**src/rtl/cmpout_pkg.sv**
```systemverilog
package cmpout_pkg;
   typedef enum logic [1:0] {
      CMP_OFF   = 2'd0,
      CMP_GE    = 2'd1,
      CMP_LE    = 2'd2,
      CMP_PULSE = 2'd3
   } cmp_mode_e;
endpackage

```
**src/rtl/cmpout_compare.sv**
```systemverilog
// Magnitude and equality tests between count and compare value.
module cmpout_compare #(
   parameter int W          = 32,
   parameter bit SIGNED_CMP = 1'b1
) (
   input  logic [W-1:0] cnt_i,
   input  logic [W-1:0] cmp_i,
   output logic         ge_o,
   output logic         le_o,
   output logic         eq_o
);
   generate
      if (W < 2) begin : g_bad_width
         $error("cmpout_compare: W must be at least 2");
      end
      if (SIGNED_CMP) begin : g_signed
         always_comb begin
            ge_o = $signed(cnt_i) >= $signed(cmp_i);
            le_o = $signed(cnt_i) <= $signed(cmp_i);
         end
      end else begin : g_unsigned
         always_comb begin
            ge_o = cnt_i >= cmp_i;
            le_o = cnt_i <= cmp_i;
         end
      end
   endgenerate

   assign eq_o = (cnt_i == cmp_i);
endmodule

```
**src/rtl/cmpout_edge.sv**
```systemverilog
// Turns the equality level into a single-cycle arrival strobe.
module cmpout_edge (
   input  logic clk,
   input  logic rst_n,
   input  logic eq_i,
   output logic arrive_o
);
   logic eq_prev_q;

   always_ff @(posedge clk or negedge rst_n) begin
      if (!rst_n) eq_prev_q <= 1'b0;
      else        eq_prev_q <= eq_i;
   end

   assign arrive_o = eq_i & ~eq_prev_q;

   AST_ARRIVE_ONCE: assert property (@(posedge clk) disable iff (!rst_n)
      arrive_o |=> !arrive_o);
endmodule

```
**src/rtl/cmpout_pulse.sv**
```systemverilog
// One-shot timer: load on fire, count down, cleared by clear.
module cmpout_pulse #(
   parameter int LEN_W = 16
) (
   input  logic             clk,
   input  logic             rst_n,
   input  logic             clear_i,
   input  logic             fire_i,
   input  logic [LEN_W-1:0] len_i,
   output logic             hi_d_o
);
   localparam logic [LEN_W-1:0] ZERO = '0;
   localparam logic [LEN_W-1:0] ONE  = {{(LEN_W-1){1'b0}}, 1'b1};

   logic [LEN_W-1:0] rem_q, rem_d;

   generate
      if (LEN_W < 1) begin : g_bad_len
         $error("cmpout_pulse: LEN_W must be at least 1");
      end
   endgenerate

   always_comb begin
      rem_d  = ZERO;
      hi_d_o = 1'b0;
      if (clear_i) begin
         rem_d  = ZERO;
         hi_d_o = 1'b0;
      end else if (fire_i) begin
         hi_d_o = (len_i != ZERO);
         rem_d  = (len_i != ZERO) ? len_i - ONE : ZERO;
      end else if (rem_q != ZERO) begin
         hi_d_o = 1'b1;
         rem_d  = rem_q - ONE;
      end
   end

   always_ff @(posedge clk or negedge rst_n) begin
      if (!rst_n) rem_q <= ZERO;
      else        rem_q <= rem_d;
   end

   AST_CLEAR_EMPTIES: assert property (@(posedge clk) disable iff (!rst_n)
      clear_i |=> rem_q == ZERO);
   AST_ZERO_LEN_STOPS: assert property (@(posedge clk) disable iff (!rst_n)
      (fire_i && len_i == ZERO) |=> rem_q == ZERO);
endmodule

```
**src/rtl/cmpout_unit.sv**
```systemverilog
module cmpout_unit #(
   parameter int CNT_W      = 32,
   parameter int LEN_W      = 16,
   parameter bit SIGNED_CMP = 1'b1
) (
   input  logic             clk,
   input  logic             rst_n,
   input  logic             en,
   input  logic [1:0]       mode,
   input  logic [CNT_W-1:0] cnt_val,
   input  logic [CNT_W-1:0] cmp_val,
   input  logic [LEN_W-1:0] pulse_len,
   output logic             out_q
);
   import cmpout_pkg::*;

   cmp_mode_e mode_s, mode_prev_q;
   logic ge, le, eq, arrive, chg, clear, fire, pulse_hi, out_d;

   assign mode_s = cmp_mode_e'(mode);

   cmpout_compare #(.W(CNT_W), .SIGNED_CMP(SIGNED_CMP)) u_cmp (
      .cnt_i(cnt_val), .cmp_i(cmp_val), .ge_o(ge), .le_o(le), .eq_o(eq)
   );

   cmpout_edge u_edge (
      .clk(clk), .rst_n(rst_n), .eq_i(eq), .arrive_o(arrive)
   );

   always_ff @(posedge clk or negedge rst_n) begin
      if (!rst_n) mode_prev_q <= CMP_OFF;
      else        mode_prev_q <= mode_s;
   end

   assign chg   = (mode_s != mode_prev_q);
   assign clear = !en || chg || (mode_s != CMP_PULSE);
   assign fire  = arrive && (mode_s == CMP_PULSE);

   cmpout_pulse #(.LEN_W(LEN_W)) u_pulse (
      .clk(clk), .rst_n(rst_n), .clear_i(clear), .fire_i(fire),
      .len_i(pulse_len), .hi_d_o(pulse_hi)
   );

   always_comb begin
      out_d = 1'b0;
      if (en && !chg) begin
         case (mode_s)
            CMP_GE:    out_d = ge;
            CMP_LE:    out_d = le;
            CMP_PULSE: out_d = pulse_hi;
            default:   out_d = 1'b0;
         endcase
      end
   end

   always_ff @(posedge clk or negedge rst_n) begin
      if (!rst_n) out_q <= 1'b0;
      else        out_q <= out_d;
   end

   AST_OFF_QUIET: assert property (@(posedge clk) disable iff (!rst_n)
      (mode == 2'd0) |=> !out_q);
   AST_EN_LOW_QUIET: assert property (@(posedge clk) disable iff (!rst_n)
      !en |=> !out_q);
   AST_SWITCH_QUIET: assert property (@(posedge clk) disable iff (!rst_n)
      (mode != mode_prev_q) |=> !out_q);
   AST_GE_LEVEL: assert property (@(posedge clk) disable iff (!rst_n)
      (en && mode == 2'd1 && mode_prev_q == CMP_GE)
      |=> out_q == $past($signed(cnt_val) >= $signed(cmp_val)));
   AST_LE_LEVEL: assert property (@(posedge clk) disable iff (!rst_n)
      (en && mode == 2'd2 && mode_prev_q == CMP_LE)
      |=> out_q == $past($signed(cnt_val) <= $signed(cmp_val)));
   AST_PULSE_START: assert property (@(posedge clk) disable iff (!rst_n)
      (en && mode == 2'd3 && mode_prev_q == CMP_PULSE && arrive && pulse_len != '0)
      |=> out_q);
endmodule

```
**config.mk**
```make
export PLATFORM = sky130hd
export DESIGN_NAME = cmpout_unit
export DESIGN_NICKNAME = d
export VERILOG_FILES = /design/src/rtl/cmpout_pkg.sv /design/src/rtl/cmpout_compare.sv /design/src/rtl/cmpout_edge.sv /design/src/rtl/cmpout_pulse.sv /design/src/rtl/cmpout_unit.sv
export SDC_FILE = /design/constraint.sdc
export NUM_CORES = 1
export LEC_CHECK = 0
export ABC_CLOCK_PERIOD_IN_PS = 2200
export BUFFER_PORTS_ARGS = -buffer_cell sky130_fd_sc_hd__buf_2
export CAP_MARGIN = 5
export CORE_MARGIN = 4
export CORE_UTILIZATION = 41
export DETAILED_ROUTE_END_ITERATION = 12
export PLACE_DENSITY = 0.68
export SYNTH_ARGS = -nofsm -noshare
export SYNTH_HDL_FRONTEND = slang
export SYNTH_SLANG_ARGS = --single-unit
export TNS_END_PERCENT = 5
```
**constraint.sdc**
```tcl
create_clock -name clk -period 2.2 [get_ports clk]
set_clock_uncertainty 0.05 [all_clocks]
set_input_delay 0.22 -clock clk [delete_from_list [all_inputs] [get_ports clk]]
set_output_delay 0.22 -clock clk [all_outputs]
set_load 0.03 [all_outputs]
```
---- Yosys cells after proc, flatten, opt, wreduce, memory -nomap -nowiden ----
Cells that the tools add are included.
storage, ports and cells
  register bits after elaboration ......... 20
  latch bits .............................. 0
  RAM bits ................................ 0
  bits in read-only memories .............. 0
  bits of input ports ..................... 85
  output and inout bits ................... 1
  memories ................................ 0
operators by class
  $add $sub $neg .......................... 2
  $mul .................................... 0
  div/mod/pow operators ................... 0
  $lt $le $gt $ge ......................... 2
  equal/unequal tests ..................... 6
  shift operators ......................... 0
  mux-type cells .......................... 9
  bitwise gates (word level) .............. 2
  reductions and logical operators ........ 8
operator list
  cell                                                                   count
  16-bit 2-to-1 mux                                                      4
  32-bit equality test                                                   1
  32-bit >= comparator                                                   1
  32-bit less-or-equal comparator                                        1
  16-bit nonzero test                                                    2
  16-bit by 1-bit subtractor with 16-bit output, second input constant   2
  2-bit equality test, second input constant                             2
  1-bit 2-to-1 mux                                                       4
  1-bit case mux with 3 select lines                                     1
  2-bit by 1-bit equality test with 1-bit output, second input constant  1
  1-bit logical AND                                                      2
  1-bit zero test                                                        2
  1-bit logical OR                                                       2
  2-bit != test                                                          1
  2-bit != test, second input constant                                   1
  1-bit bitwise AND                                                      1
  1-bit NOT                                                              1

---- Longest topological paths before layout ----
Gate-level depths: netlist of the first run.
  depth in word-level cells ............... 7
  gate-level depth with buffers ........... 10
  gate-level depth less buffers ........... 9

---- By module ----
Synthesis of the first run repeated with hierarchy kept, for this count alone.
second synthesis, totals
  cell total of the unflattened synthesis .. 271
  area total of the unflattened synthesis .. 2203.4 um^2
by module, submodules not included
  module          instances  cells an instance  area each (um^2)
  cmpout_pulse    1          140                1193.6
  cmpout_compare  1          116                829.5
  cmpout_unit     1          13                 141.4
  cmpout_edge     1          2                  38.8

---- Least setup slack after synthesis of the first run ----
Ideal clock, no wire load.
  path kind ............................... input -> register
  from .................................... input port cmp_val[14]
  to ...................................... register out_q
  setup time .............................. 111 ps
  arrival ................................. 1913 ps
  required time ........................... 2039 ps
  setup slack ............................. 125 ps
  stages on the path ...................... 9
  path buffers ............................ 0
  cells stage by stage .................... inv_1 -> ha_1 -> and4_4 -> a211oi_1 -> o211ai_1 -> o32ai_1 -> nor2_1 -> o21a_1 -> a2111oi_2
between the ends
  word-level cells in the longest chain between the ends .. 7
RTL lines
  item                                                                                     line               source
  start: declaration                                                                       cmpout_unit.sv:11  input logic [CNT_W-1:0] cmp_val,
  parallel branches: the longest is 5 deep, another holds 32-bit less-or-equal comparator  -
  1-bit case mux with 3 select lines *                                                     cmpout_unit.sv:47  case (mode_s)
  1-bit 2-to-1 mux *                                                                       cmpout_unit.sv:46  if (en && !chg) begin
  net out_d                                                                                cmpout_unit.sv:18  logic ge, le, eq, arrive, chg, clear, fire, pulse_hi, out_d;
  end signal: assignment                                                                   cmpout_unit.sv:58  else out_q <= out_d;
  end: declaration                                                                         cmpout_unit.sv:13  output logic out_q
Mark *: on every way through the listed nets, which the timed path passes.

---- Worst setup path in the final report of the first run ----
  from .................................... register u_pulse.rem_q[8]
  to ...................................... register u_pulse.rem_q[15]
between the ends
  word-level cells in the longest chain between the ends .. 4
RTL lines
  item                                                                                         line                                    source
  start: declaration                                                                           cmpout_pulse.sv:15                      logic [LEN_W-1:0] rem_q, rem_d;
  start signal: assignment                                                                     cmpout_pulse.sv:40                      else rem_q <= rem_d;
  16-bit by 1-bit subtractor with 16-bit output / 16-bit nonzero test (equally long branches)  cmpout_pulse.sv:34, cmpout_pulse.sv:32
  16-bit 2-to-1 mux *                                                                          cmpout_pulse.sv:32                      end else if (rem_q != ZERO) begin
  16-bit 2-to-1 mux *                                                                          cmpout_pulse.sv:29                      end else if (fire_i) begin
  16-bit 2-to-1 mux *                                                                          cmpout_pulse.sv:26                      if (clear_i) begin
  net u_pulse.rem_d[15]                                                                        cmpout_pulse.sv:15
The timed path passes the listed nets; every way through them passes the cells marked *.

==> results of run 1 <==
[cell type report]
| type | instances | area (sq um) |
|---|---|---|
| repair buffers | 107 | 593 |
| inverters | 38 | 143 |
| clock buffers | 4 | 55.1 |
| flip-flops and latches | 20 | 500 |
| well taps | 72 | 90.1 |
| multi-input cells | 220 | 1670 |
| fillers | 553 | 2430 |
[path summary, 6_finish.rpt]
kind	start	endpoint	cells past startpoint
worst max-delay path	u_pulse.rem_q[8]	u_pulse.rem_q[15]	7
worst min-delay path	mode[1]	mode_prev_q[1]	1
worst max register to register	u_pulse.rem_q[8]	u_pulse.rem_q[15]	7
worst min register to register	u_pulse.rem_q[11]	u_pulse.rem_q[11]	3
max in group asynchronous	rst_n	u_pulse.rem_q[11]	2
min in group asynchronous	rst_n	u_pulse.rem_q[2]	2
[per-layer routing]
layer | up-vias | wire (um) | track usage (%)
met2 | 71 | 2800 | 28.3
met3 | 4 | 404 | 3.47
met5 | - | 0 | 0
met4 | 0 | 36 | 2.53
li1 | 1192 | - | -
met1 | 1032 | 2370 | 19.2
[logic make-up (layout without fill, tap and decap cells)]
kind of cell	Yosys count	after routing	synth area share [%]
and+or+nand+nor	106	106	26.4
buffers and inverters	41	149	6.85
xor gates and xnor gates	28	28	10.7
DFF	20	20	21.7
AOI/OAI and AO/OA	50	50	14.8
adders and majority gates	36	36	19.6
[repair_timing]
action | CTS | global route
gates resized for setup | 1 | 4
endpoints found under the hold margin | 20 | 0
endpoints found under the setup margin | 3 | 3
pin swaps | 0 | 9
hold buffers | 1 | 0
cloned | 0 | 0
buffers inserted | 0 | 6
[Yosys cell counts (3+ instances only)]
cell type / instances
ha_1: 36
xor2_1: 13
a21o_1: 3
nand2_1: 30
o21ai_0: 6
nand4b_1: 3
dfrtp_1: 20
a211oi_1: 4
nor2_1: 21
nand4_1: 6
nor2b_1: 4
nor3_1: 11
inv_1: 37
and3_1: 3
buf_2: 3
a211oi_2: 3
and4_1: 4
or3_1: 3
xnor2_1: 15
a21oi_1: 23
[power by group]
group	leakage (nW)	switching, mW	internal, mW
logic	1.34	0.133	0.141
clock network	0.0288	0.126	0.159
registers	0.275	0.00205	0.370
total	1.65	0.261	0.670
[cell usage in the layout (no fill, tap or decap), types with 6 or more instances in the layout]
cell / n
a21oi_1: 23
inv_1: 37
nor3_1: 11
ha_1: 36
buf_4: 21
nand4_1: 6
xor2_1: 13
nand2_1: 30
nor2_1: 19
dfrtp_1: 20
buf_2: 85
o21ai_0: 6
xnor2_1: 15
[metrics by stage]
stage | std cells | setup TNS [ns] | util [%]
after global placement | 450 | -0.0493 | 53.3
final | 461 | 0 | 55.7
after floorplan | 281 | 0 | -
after CTS | 455 | 0 | 54.5
after global routing | 461 | -0.0777 | 55.7
after detailed placement | 450 | -0.136 | 53.3
[state kept, by name (all words and copies together), names as in the netlist]
signal and flops:
u_pulse.rem_q 16, mode_prev_q 2, out_q 1, u_edge.eq_prev_q 1
[critical path, stage by stage, from the launching register on]
cell and delay (ns):
dfrtp_1 0.42, or4_4 0.53, or3_4 0.48, nor2_4 0.15, inv_2 0.06, o21bai_4 0.16
buf_4 0.16, a211oi_2 0.04
==> results.ini, run 1 <==
[floorplanning]
fp.dieArea_sq_um=6880
dieHeight_um=82.9
io_pins=86
initial_core_util_pct=42.1
fp-row-count=27
core-area_sq_um=5470
fp.dieW_um=82.9

[drt]
vias=2299
firstDrtPassIters=4
wl_um=5610
drc=0
post_drt_wl_per_cell_um=12.2
drtAntennaViolNets=0
drt_iter0_drc=70
viasPerCell=4.99

[placement]
globalplace.congestion=0.840
io_buffers=85
dp_hpwl_um=4770
dpl_cell_area_sq_um=2920
dpl_worst_slack_ns=-0.130

[clocking]
numCtsBuffers=3
cts_tree=built
clockBufferDepth=2
ctsHtreeMaxLevel=1
clock_sinks=20
clk_pin_slew_worst_paths_ns=0.08
root_buffer=clkbuf_8
clkLatencyLatePin_ns=0.26

[global_routing]
grt_max_degree=21
grt_pass1_wl_um=9380
grt_antenna_before_repair=0
grt_pass1_vias=2273
grt_remaining_overflow=0
grt_usage_pct=15.6

[final_layout]
antenna_cells=0
nets=511
final_area_sq_um=3050
drive_above_1_share_pct=33.7
area_growth_pct=32.3

[yosys]
synth_flop_cell=dfrtp_1
ys_seq_area_share_pct=21.7
synth_top_area_share_pct=21.7
synth.distinct_cells=46
async_flop_share_pct=100
synth-seq-cells=20
synth_edf_count=0
synth_nets=402
synthCells=281
synth_area_leaders=dfrtp_1, ha_1, inv_1
yosysWarnings=0
netlist_area_sq_um=2300
synth.largest_area_cell=dfrtp_1
avgSynthCellArea_sq_um=8.19

[timing]
timing.hold.ws_ns=0.0704
maxSlewHeadroom_pct=68.9
finalWorstSetupSlack_ns=0.0396
slew_viol_final=0
period_needed_ns=2.16
setup_violations=0
fmax_ghz=0.463
period_share_pct=98.2
worst_pin_slew_ns=0.466
finalHoldViolCount=0

[critical_path]
cp-end-kind=flop
reg2reg_slack_ns=0.04
crit_required_ns=2.29
crit_type=reg -> reg
critical_path.max_fanout=5
startpoint_type=flop
worstPathArrival_ns=2.25

[power_and_ir_drop]
power.total_mw=0.931
vdd_drop_max_mv=0.200
power_density_nw_per_um2=305
leakagePower_nw=1.65

[job]
maxCapViolCount=0

[status]
status=finished clean

[hold_path]
hold_path.class=in -> reg

Power figures use the tool's default switching activity.
==> run 2, diff against run 1 <==
--- a/config.mk
+++ b/config.mk
@@ -12,6 +12,7 @@
 export CORE_UTILIZATION = 41
 export DETAILED_ROUTE_END_ITERATION = 12
 export PLACE_DENSITY = 0.68
+export RECOVER_POWER = 100
 export SYNTH_ARGS = -nofsm -noshare
 export SYNTH_HDL_FRONTEND = slang
 export SYNTH_SLANG_ARGS = --single-unit
==> results.ini, run 2 (synthesis gave the netlist of run 1 again) <==
[final_layout]
top_register=u_pulse.rem_q
nets=511
fill_cells=555
area_growth_pct=32.0
seqCellArea_sq_um=500
antenna_cells=0
mostFrequentLayoutCells=buf_2, inv_1, ha_1
utilization_pct=55.5
final_common_cell=buf_2
multi_input_area_sq_um=1670
drive_above_1_share_pct=32.4
largest_reg_flops=16
reg.largest.list=u_pulse.rem_q (16), mode_prev_q (2)

[power_and_ir_drop]
power_density_nw_per_um2=305
leakagePower_nw=1.63
vdd_drop_max_mv=0.200

[drt]
drt_iter0_drc=74
post_drt_wl_per_cell_um=12.2
viasPerCell=4.99
drtAntennaViolNets=0
vias=2301
wl_um=5610
firstDrtPassIters=4
drc=0

[clocking]
numCtsBuffers=3
cts_tree=built
clkLatencyLatePin_ns=0.26
clk_pin_slew_worst_paths_ns=0.08
clockBufferDepth=2
ctsHtreeMaxLevel=1
clock_sinks=20
root_buffer=clkbuf_8

[critical_path]
worstPathArrival_ns=2.24
crit_type=reg -> reg
crit_required_ns=2.29
startpoint_type=flop
cp-end-kind=flop
critical_path.max_fanout=5

[placement]
io_buffers=85
globalplace.congestion=0.840
dp_hpwl_um=4770
dpl_worst_slack_ns=-0.130

[timing]
finalWorstSetupSlack_ns=0.0487
period_needed_ns=2.15
finalHoldViolCount=0
maxSlewHeadroom_pct=25.7
period_share_pct=97.8
setup_violations=0
slew_viol_final=0
worst_pin_slew_ns=1.11
fmax_ghz=0.465

[global_routing]
grt_max_degree=21
grt_pass1_wl_um=9380
grt_antenna_before_repair=0
grt_pass1_vias=2273
grt_remaining_overflow=0
grt_usage_pct=15.6

[floorplanning]
fp-row-count=27
fp.dieW_um=82.9
io_pins=86
fp.dieArea_sq_um=6880
initial_core_util_pct=42.1
core-area_sq_um=5470
dieHeight_um=82.9

[hold_path]
hold_path.class=in -> reg

[job]
maxCapViolCount=0

[status]
status=finished clean

run 2: final cells by class:
class,instances,area share (%)
clock buffer,4,1.81
inverter,38,4.70
multi-input combinational,220,54.8
sequential,20,16.5
tap,72,2.97
timing repair buffer,107,19.2
run 2: final timing paths:
kind	cells after the start	from	slack [ns]	endpoint
max	7	u_pulse.rem_q[8]	0.05	u_pulse.rem_q[15]
min	1	mode[1]	0.09	mode_prev_q[1]
max reg2reg	7	u_pulse.rem_q[8]	0.05	u_pulse.rem_q[15]
min reg2reg	3	u_pulse.rem_q[11]	0.53	u_pulse.rem_q[11]
max in group asynchronous	2	rst_n	0.80	u_pulse.rem_q[8]
min in group asynchronous	2	rst_n	0.64	u_pulse.rem_q[15]
run 2: stage by stage:
step | setup TNS (ns) | instance area [sq um] | hold slack, ns | power, mW | cells
floorplan | 0 | 2300 | -0.126 | 0.519 | 281
global placement | -0.0493 | 2920 | 0.158 | 0.648 | 450
detailed placement | -0.136 | 2920 | 0.156 | 0.654 | 450
CTS | 0 | 2990 | 0.0697 | 0.942 | 455
global route | -0.0777 | 3040 | 0.0936 | 0.991 | 461
finish | 0 | 3040 | 0.0931 | 0.927 | 461
run 2: where the power goes:
part	switching [mW]	internal (mW)	total, mW	leakage, nW
Sequential	0.00208	0.370	0.372	0.275
Combinational	0.133	0.140	0.273	1.33
Clock	0.123	0.159	0.282	0.0288
run 2: what timing repair did:
item / CTS / global route
buffers inserted: 0 / 6
resized for setup: 1 / 4
endpoints found under the hold margin: 20 / 0
hold buffers: 1 / 0
endpoints found under the setup margin: 3 / 3
pin swaps: 0 / 9
run 2: routing by layer:
metal	global-route usage [%]	part of all wire (%)	wire length, um	vias to the layer above
li1	-	-	-	1191
met1	19.2	42	2370	1041
met2	28.3	50	2810	65
met3	3.47	7.0	393	4
met4	2.53	0.64	36	0
met5	0	0	0	-
run 2: critical path, cell delays in order (launching register included):
cell,delay (ns)
dfrtp_1,0.41
or4_4,0.53
or3_4,0.48
nor2_4,0.15
inv_2,0.06
o21bai_4,0.16
buf_4,0.16
a211oi_2,0.04
==> run 3, diff against run 2 <==
--- a/config.mk
+++ b/config.mk
@@ -11,7 +11,7 @@
 export CORE_MARGIN = 4
 export CORE_UTILIZATION = 41
 export DETAILED_ROUTE_END_ITERATION = 12
-export PLACE_DENSITY = 0.68
+export PLACE_DENSITY_LB_ADDON = 0.15
 export RECOVER_POWER = 100
 export SYNTH_ARGS = -nofsm -noshare
 export SYNTH_HDL_FRONTEND = slang
==> results.ini, run 3 (synthesis gave the netlist of run 1 again) <==
[placement]
dpl_cell_area_sq_um=2920
io_buffers=85
globalplace.congestion=0.816
dp_hpwl_um=5020

[timing]
finalSetupTns_ns=0
fmax_ghz=0.465
maxSlewHeadroom_pct=26.8
slew_viol_final=0
rsz0062_at_grt=true
period_share_pct=97.8
finalHoldViolCount=0
period_needed_ns=2.15
setup_violations=0
worst_pin_slew_ns=1.10

[clocking]
clkLatencyLatePin_ns=0.26
clock_sinks=20
cts_tree=built
clockBufferDepth=2
root_buffer=clkbuf_8
ctsHtreeMaxLevel=1
clk_pin_slew_worst_paths_ns=0.08
numCtsBuffers=3

[critical_path]
r2r-end=u_pulse.rem_q[15]
crit_required_ns=2.32
r2r-start=u_pulse.rem_q[9]
critical_path.max_fanout=5
crit_type=reg -> reg
r2r_cells=7
cp-end-kind=flop
reg2reg_slack_ns=0.05
startpoint_type=flop
worstPathArrival_ns=2.27

[power_and_ir_drop]
swShare_pct=26.0
p_sw_mw=0.265
combPwrFrac_pct=27.1
p_clk_share_pct=36.4
intPower_mw=0.754
vdd_drop_max_mv=0.171
power_density_nw_per_um2=335
power.total_mw=1.02
leakagePower_nw=1.63
seqPwrFrac_pct=36.5

[hold_path]
whs_path_depth=1
min_to=mode_prev_q[1]
hold_start=mode[1]
hold_path.class=in -> reg

[global_routing]
grt_pass1_vias=2359
grt_antenna_before_repair=0
grt_remaining_overflow=0
grt_pass1_wl_um=10200
grt_max_degree=21
grt_usage_pct=17.3

[final_layout]
largest_reg_flops=16
nets=509
antenna_cells=0
final_area_sq_um=3040
mostFrequentLayoutCells=buf_2, inv_1, ha_1
drive_above_1_share_pct=31.8
area_growth_pct=32.1
final_common_cell=buf_2
utilization_pct=55.6
top_register=u_pulse.rem_q
reg.largest.list=u_pulse.rem_q (16), mode_prev_q (2)

[drt]
viasPerCell=4.92
wl_um=5720
firstDrtPassIters=3
post_drt_wl_per_cell_um=12.5
drc=0
drt_iter0_drc=56
drtAntennaViolNets=0
vias=2260

[floorplanning]
io_pins=86
fp.dieW_um=82.9
fp.dieArea_sq_um=6880
dieHeight_um=82.9
fp-row-count=27
core-area_sq_um=5470
initial_core_util_pct=42.1

[status]
status=finished clean

[job]
maxCapViolCount=0

run 3: power by group through the flow:
stage / clock network (mW) / registers, mW / logic (mW)
after floorplan: 0 / 0.380 / 0.140
after CTS: 0.376 / 0.372 / 0.283
after global routing: 0.397 / 0.372 / 0.323
after detailed placement: 0 / 0.379 / 0.279
after global placement: 0 / 0.379 / 0.274
final: 0.371 / 0.372 / 0.276
run 3: layout make-up:
cell class | instances | area (sq um)
Fill cell | 559 | 2430
Multi-Input combinational cell | 220 | 1670
Timing Repair Buffer | 105 | 569
Sequential cell | 20 | 500
Inverter | 38 | 143
Tap cell | 72 | 90.1
Clock buffer | 3 | 41.3
Clock inverter | 1 | 30.0
run 3: how the worst max path moves through the flow:
stage | from | end | slack, ns | cells past startpoint
2_1_floorplan | cmp_val[14] | out_q | 0.13 | 9
6_report | u_pulse.rem_q[9] | u_pulse.rem_q[15] | 0.05 | 7
3_3_place_gp | cmp_val[14] | out_q | -0.06 | 10
4_1_cts | u_pulse.rem_q[8] | u_pulse.rem_q[15] | 0.02 | 7
3_5_place_dp | cmp_val[14] | out_q | -0.09 | 10
5_1_grt | u_pulse.rem_q[9] | u_pulse.rem_q[15] | -0.04 | 7
run 3: metrics by stage:
stage	std cells	hold WS [ns]	worst slack, ns
2_1_floorplan	281	-0.126	0.125
3_3_place_gp	451	0.150	-0.0573
3_5_place_dp	451	0.150	-0.0852
4_1_cts	456	0.0707	0.0235
5_1_grt	459	0.104	-0.0401
6_report	459	0.103	0.0475
run 3: per-layer routing:
layer  track usage [%]  vias up  wire length [um]
met5                 0        -                 0
met4              5.20        0               109
met3              2.98       10               301
met2              31.3       59              2970
met1              20.8     1004              2340
li1                  -     1187                 -
run 3: critical path, cell delays in order, from the launching register on:
cell and delay, ns:
dfrtp_1 0.39, or4_4 0.55, or3_4 0.46, nor2_2 0.13
nand2_1 0.08, xnor2_1 0.15, nor2_1 0.06, a211oi_2 0.20
run 3: repair_timing:
action                                  4_1_cts  5_1_grt
hold buffers                                  1        0
resized for setup                             0        4
setup buffers                                 0        3
endpoints found under the setup margin        0        5
endpoints found under the hold margin        20        0
